[config.mk]
export PLATFORM = sky130hd
export DESIGN_NAME = twi_addr_gen
export DESIGN_NICKNAME = d
export VERILOG_FILES = /design/src/rtl/twi_pkg.sv /design/src/rtl/twi_rst_sync.sv /design/src/rtl/twi_kmod.sv /design/src/rtl/twi_step.sv /design/src/rtl/twi_addr_gen.sv
export SDC_FILE = /design/constraint.sdc
export NUM_CORES = 1
export LEC_CHECK = 0
export BUFFER_PORTS_ARGS = -buffer_cell sky130_fd_sc_hd__buf_2
export CAP_MARGIN = 20
export CORE_MARGIN = 5
export CORE_UTILIZATION = 26
export CTS_CLUSTER_SIZE = 24
export DETAILED_ROUTE_END_ITERATION = 7
export SYNTH_ARGS = -nofsm -noshare
export SYNTH_HDL_FRONTEND = slang
export SYNTH_SLANG_ARGS = --single-unit
[constraint.sdc]
create_clock -name clk_i -period 4.43 [get_ports clk_i]
set_input_delay 0.886 -clock clk_i [delete_from_list [all_inputs] [get_ports clk_i]]
set_output_delay 0.886 -clock clk_i [all_outputs]
set_load 0.01 [all_outputs]
[src/rtl/twi_pkg.sv]
package twi_pkg;
  localparam int unsigned TWI_W = 10;

  typedef enum logic {
    STEP_IDLE = 1'b0,
    STEP_RUN  = 1'b1
  } step_state_t;
endpackage

[src/rtl/twi_rst_sync.sv]
module twi_rst_sync #(
  parameter int unsigned STAGES = 2
) (
  input  logic clk_i,
  input  logic rst_ni,
  output logic rst_no
);
  logic [STAGES-1:0] sync_q;

  always_ff @(posedge clk_i or negedge rst_ni) begin
    if (!rst_ni) sync_q <= '0;
    else         sync_q <= {sync_q[STAGES-2:0], 1'b1};
  end

  assign rst_no = sync_q[STAGES-1];
endmodule

[src/rtl/twi_kmod.sv]
// Serial restoring remainder: k mod N in W cycles, one bit of k per cycle.
module twi_kmod #(
  parameter int unsigned W = 10
) (
  input  logic         clk_i,
  input  logic         rst_ni,
  input  logic         start_i,
  input  logic [W-1:0] k_i,
  input  logic [W-1:0] n_i,
  output logic         done_o,
  output logic         busy_o,
  output logic [W-1:0] rem_o
);
  localparam int unsigned CW = (W > 1) ? $clog2(W) : 1;
  localparam logic [CW-1:0] LAST_BIT = CW'(W - 1);

  logic          act_q,   act_d;
  logic          done_q,  done_d;
  logic [CW-1:0] cnt_q,   cnt_d;
  logic [W-1:0]  shift_q, shift_d;
  logic [W-1:0]  rem_q,   rem_d;
  logic [W:0]    trial;
  logic [W:0]    trial_sub;
  logic          fits;
  logic          en;

  always_comb begin
    trial     = {rem_q, shift_q[W-1]};
    fits      = trial >= {1'b0, n_i};
    trial_sub = trial - {1'b0, n_i};
  end

  always_comb begin
    act_d   = act_q;
    done_d  = 1'b0;
    cnt_d   = cnt_q;
    shift_d = shift_q;
    rem_d   = rem_q;
    if (start_i) begin
      act_d   = 1'b1;
      cnt_d   = '0;
      shift_d = k_i;
      rem_d   = '0;
    end else if (act_q) begin
      shift_d = {shift_q[W-2:0], 1'b0};
      rem_d   = fits ? trial_sub[W-1:0] : trial[W-1:0];
      cnt_d   = cnt_q + CW'(1);
      if (cnt_q == LAST_BIT) begin
        act_d  = 1'b0;
        done_d = 1'b1;
      end
    end
  end

  assign en = start_i | act_q | done_q;

  always_ff @(posedge clk_i or negedge rst_ni) begin
    if (!rst_ni) begin
      act_q   <= 1'b0;
      done_q  <= 1'b0;
      cnt_q   <= '0;
      shift_q <= '0;
      rem_q   <= '0;
    end else if (en) begin
      act_q   <= act_d;
      done_q  <= done_d;
      cnt_q   <= cnt_d;
      shift_q <= shift_d;
      rem_q   <= rem_d;
    end
  end

  assign done_o = done_q;
  assign busy_o = act_q;
  assign rem_o  = rem_q;
endmodule

[src/rtl/twi_step.sv]
// Sample counter and modular address accumulator.
module twi_step
  import twi_pkg::*;
#(
  parameter int unsigned W = 10
) (
  input  logic         clk_i,
  input  logic         rst_ni,
  input  logic         clr_i,
  input  logic         load_i,
  input  logic [W-1:0] kr_i,
  input  logic [W-1:0] n_i,
  input  logic         stall_i,
  output logic [W-1:0] addr_o,
  output logic         valid_o,
  output logic         last_o,
  output logic         run_o
);
  step_state_t  st_q,   st_d;
  logic [W-1:0] addr_q, addr_d;
  logic [W-1:0] idx_q,  idx_d;
  logic [W:0]   sum;
  logic [W:0]   sum_sub;
  logic         wrap;
  logic         fire;
  logic         at_end;
  logic         en;

  always_comb begin
    sum     = {1'b0, addr_q} + {1'b0, kr_i};
    wrap    = sum >= {1'b0, n_i};
    sum_sub = sum - {1'b0, n_i};
    at_end  = idx_q == (n_i - W'(1));
    fire    = (st_q == STEP_RUN) && !stall_i;
  end

  always_comb begin
    st_d   = st_q;
    addr_d = addr_q;
    idx_d  = idx_q;
    if (clr_i) begin
      st_d = STEP_IDLE;
    end else if (load_i) begin
      st_d   = STEP_RUN;
      addr_d = '0;
      idx_d  = '0;
    end else if (fire) begin
      if (at_end) begin
        st_d = STEP_IDLE;
      end else begin
        idx_d  = idx_q + W'(1);
        addr_d = wrap ? sum_sub[W-1:0] : sum[W-1:0];
      end
    end
  end

  assign en = clr_i | load_i | fire;

  always_ff @(posedge clk_i or negedge rst_ni) begin
    if (!rst_ni) begin
      st_q   <= STEP_IDLE;
      addr_q <= '0;
      idx_q  <= '0;
    end else if (en) begin
      st_q   <= st_d;
      addr_q <= addr_d;
      idx_q  <= idx_d;
    end
  end

  assign addr_o  = addr_q;
  assign valid_o = fire;
  assign last_o  = fire && at_end;
  assign run_o   = st_q == STEP_RUN;
endmodule

[src/rtl/twi_addr_gen.sv]
module twi_addr_gen #(
  parameter int unsigned W = twi_pkg::TWI_W
) (
  input  logic         clk_i,
  input  logic         rst_ni,
  input  logic         start_i,
  input  logic [W-1:0] bin_k_i,
  input  logic [W-1:0] len_n_i,
  input  logic         stall_i,
  output logic [W-1:0] addr_o,
  output logic         valid_o,
  output logic         last_o
);
  logic         rst_n_s;
  logic         start_ok;
  logic [W-1:0] len_q;
  logic         red_done;
  logic         red_busy;
  logic [W-1:0] k_red;
  logic         step_run;

  twi_rst_sync #(.STAGES(2)) u_rst (
    .clk_i  (clk_i),
    .rst_ni (rst_ni),
    .rst_no (rst_n_s)
  );

  assign start_ok = start_i && (len_n_i != '0);

  always_ff @(posedge clk_i or negedge rst_n_s) begin
    if (!rst_n_s)      len_q <= '0;
    else if (start_ok) len_q <= len_n_i;
  end

  twi_kmod #(.W(W)) u_kmod (
    .clk_i   (clk_i),
    .rst_ni  (rst_n_s),
    .start_i (start_ok),
    .k_i     (bin_k_i),
    .n_i     (len_q),
    .done_o  (red_done),
    .busy_o  (red_busy),
    .rem_o   (k_red)
  );

  twi_step #(.W(W)) u_step (
    .clk_i   (clk_i),
    .rst_ni  (rst_n_s),
    .clr_i   (start_ok),
    .load_i  (red_done),
    .kr_i    (k_red),
    .n_i     (len_q),
    .stall_i (stall_i),
    .addr_o  (addr_o),
    .valid_o (valid_o),
    .last_o  (last_o),
    .run_o   (step_run)
  );
endmodule

==> summary.md <==
| Metric | Value |
|---|---|
| Routed len/inst | `15.4 um` |
| Initial drt markers | `347` |
| Routed WL | `11,900 um` |
| Switching share of power | `38.9%` |
| Antenna diodes | `0` |
| HP Class | `primary input to asynchronous set/reset pin` |
| P_int | `1.82 mW` |
| GR Overflow Total | `0` |
| Clk buf depth | `2` |
| GRT Util Overall | `12.4%` |
| Final min period | `4.16 ns` |
| # nets final | `606` |
| GPL Wtd Cong | `0.898` |
| Register area share after synthesis | `32.6%` |
| Worst-Margin Slew | `0.768 ns` |
| DR vias/cell | `4.97` |
| Final antenna-violating net count | `0` |
| First-pass GRT wire length | `20,000 um` |
| Number of max-cap violations | `0` |
| Critical path endpoint category | `output pin` |
| Reg power frac | `23.4%` |
| Placed Cells | `759` |
| Reg-to-reg slack, setup | `0.71 ns` |
| Vias in the first global route | `3,784` |
| RSZ-0062 raised after global routing | `false` |
| Power density cells | `563 nW/um^2` |
| Skew-Pair Late Insertion Delay | `0.34 ns` |
| Post-CTS setup buffers | `0` |
| H-tree lvl count | `3` |
| P_leak | `2.51 nW` |
| Finished Layout Cells | `775` |
| Setup TNS | `0 ns` |
| Status | `finished, final reports clean` |
| Required @ worst endpoint | `3.54 ns` |
| Die width | `142 um` |
| Fmax | `0.240 GHz` |
| Synthesized area | `4530 um^2` |
| Syn. warnings | `0` |
| EDFF count, synth | `0` |
| CP Max Fanout | `7` |
| Initial antenna violation count | `0` |
| Clk root buf | `clkbuf_16` |
| Slew headroom | `48.8%` |
| Slew Limit Fails | `0` |
| Full die area | `20,200 um^2` |
| DRC Markers | `0` |
| Synth async-reset ratio | `100%` |
| VDD IR max | `0.220 mV` |
| Netlist cell types | `67` |
| Starting Density | `26.4%` |
| Vias | `3,853` |
| Largest net degree at the start of global routing | `58` |
| Synth-to-Final Area Change | `16.6%` |
| Core box area | `17,200 um^2` |
| # port buffers | `35` |
| Syn Inst Count | `511` |
| Total net switching power | `1.16 mW` |
| CTS Buf Count | `9` |
| Layout cells sized above 1 | `12.9%` |
| 1st-pass router iterations | `5` |
| Mean Syn Cell Area | `8.87 um^2` |
| Post-cts sizing count | `0` |
| #FFs+latches synth | `59` |
| Crit path kind | `register to output pin` |
| Top-area cell type share of the netlist area | `32.6%` |
| Layout Skew | `0.00544 ns` |
| Synth area leader | `dfrtp_1` |
| Core Rows | `48` |
| Post-route clock period utilization | `93.9%` |
| Logic pwr share | `50.7%` |
| Startpoint Class | `register` |
| Crit path DAT | `3.27 ns` |
| Total Power | `2.98 mW` |
| Clk sinks | `59` |
| Worst-path clk slew | `0.06 ns` |
| Final Hold Viols | `0` |
| Top cells by area in the synthesized netlist | `dfrtp_1 (33%), ha_1 (9.4%), mux2i_1 (6.0%)` |
| CTS tree | `built` |
| Clock power share | `25.9%` |
| # hold bufs at CTS | `0` |
| I/O Pins | `36` |
| Core Util, Final | `30.8%` |
| Post-Syn Nets | `572` |
| DP HPWL | `8980 um` |
| Main flop type after synthesis | `dfrtp_1` |
| # setup viols final | `0` |
| Die height | `142 um` |
[routing by layer]
metal	wire length (um)	share of wire [%]	global-route usage, %
met1	5640	47	17.1
met2	5370	45	19.2
met5	0	0	0
met4	221	1.9	4.70
met3	669	5.6	2.72
[Yosys cell counts (all sizes together) (4+ instances only)]
cell,number
nand3,13
nor2b,8
nand2b,8
clkbuf,13
o211ai,6
o21bai,4
o21ai,41
nand2,45
or3,7
dfrtp,59
o2bb2ai,9
a21o,9
nand4,8
o21a,5
inv,30
a21oi,14
xor2,10
buf,5
a221o,5
and3,8
xnor2,23
mux2i,27
o41ai,4
a211oi,6
nor2,46
ha,34
nor3,12
[per-stage QoR]
stage | hold WS, ns | area (um^2) | worst slack, ns
global placement | 0.335 | 4960 | 0.702
global route | 0.307 | 5290 | 0.0868
floorplan | 0.331 | 4530 | 0.822
finish | 0.320 | 5290 | 0.270
CTS | 0.308 | 5290 | 0.247
detailed placement | 0.341 | 4960 | 0.621
[cell families after synthesis]
logic type | count (synthesis) | synth area share, %
AND/OR/NAND/NOR | 169 | 18.2
AO/OA/AOI/OAI | 133 | 21.2
flip-flops | 59 | 32.6
buffers and inverters | 49 | 4.25
adder cells (fa/ha/maj) | 37 | 10.7
XOR/XNOR | 33 | 6.37
multiplexers | 30 | 6.71
other | 1 | 0.0827
[state kept, by name, indices dropped and copies added (netlist names)]
register	flops
u_kmod.busy_o	1
u_kmod.shift_q	10
u_step.idx_q	10
len_q	10
u_step.run_o	1
u_step.addr_o	10
u_kmod.cnt_q	4
u_kmod.rem_o	10
u_kmod.done_o	1
u_rst.sync_q	2
[final timing paths]
path                                  from               end  cells past startpoint
min in group clk_i         u_rst.sync_q[0]   u_rst.sync_q[1]                      0
min reg2reg                u_rst.sync_q[0]   u_rst.sync_q[1]                      0
max                               len_q[1]            last_o                      8
min                                 rst_ni   u_rst.sync_q[0]                      1
max reg2reg                u_kmod.rem_o[0]  u_step.addr_o[1]                     16
max in group asynchronous  u_rst.sync_q[1]          len_q[7]                      1
[cell usage in the layout, fill, tap and decap left out, types with 5 or more instances in the layout]
master     synthesis  layout
a221o_1            5       5
o21a_1             5       5
clkbuf_16          0       9
o21ai_0           39      39
nand4_1            8       8
xor2_1            10      10
nand3_1           12      12
mux2i_1           27      27
buf_4              0       6
o211ai_1           5       5
dfrtp_1           59      58
nor2b_1            8       8
buf_2              1      35
nand2_1           45      45
nor3_1            12      12
xnor2_1           23      23
a211oi_1           6       6
nand2b_1           8       8
inv_1             30      30
a21o_1             9       9
and3_1             7       7
nor2_1            45      45
o2bb2ai_1          9       9
a21oi_1           13      13
ha_1              34      34
or3_1              7       7
[area by class of cell]
cell class	count	area, um^2
inverters	31	116
clock inverters	6	88.8
multi-input cells	403	2870
repair buffers	41	220
clock buffers	10	239
fillers	1827	11900
flip-flops and latches	59	1480
well taps	225	282
[worst max-delay path: stages (launching register included)]
cell and delay [ns]:
dfrtp_1 0.49, inv_1 0.18, ha_1 0.28, or4b_1 0.57
or3_1 0.39, a211o_1 0.31, a221o_1 0.39, nor2_1 0.16
buf_2 0.16
[power by group through the flow]
stage | clock network [mW] | logic [mW] | registers, mW
2_1_floorplan | 0 | 1.19 | 0.681
3_3_place_gp | 0 | 1.51 | 0.704
3_5_place_dp | 0 | 1.50 | 0.705
4_1_cts | 0.788 | 1.51 | 0.696
5_1_grt | 0.819 | 1.70 | 0.704
6_report | 0.771 | 1.51 | 0.696
Power figures use the tool's default switching activity.
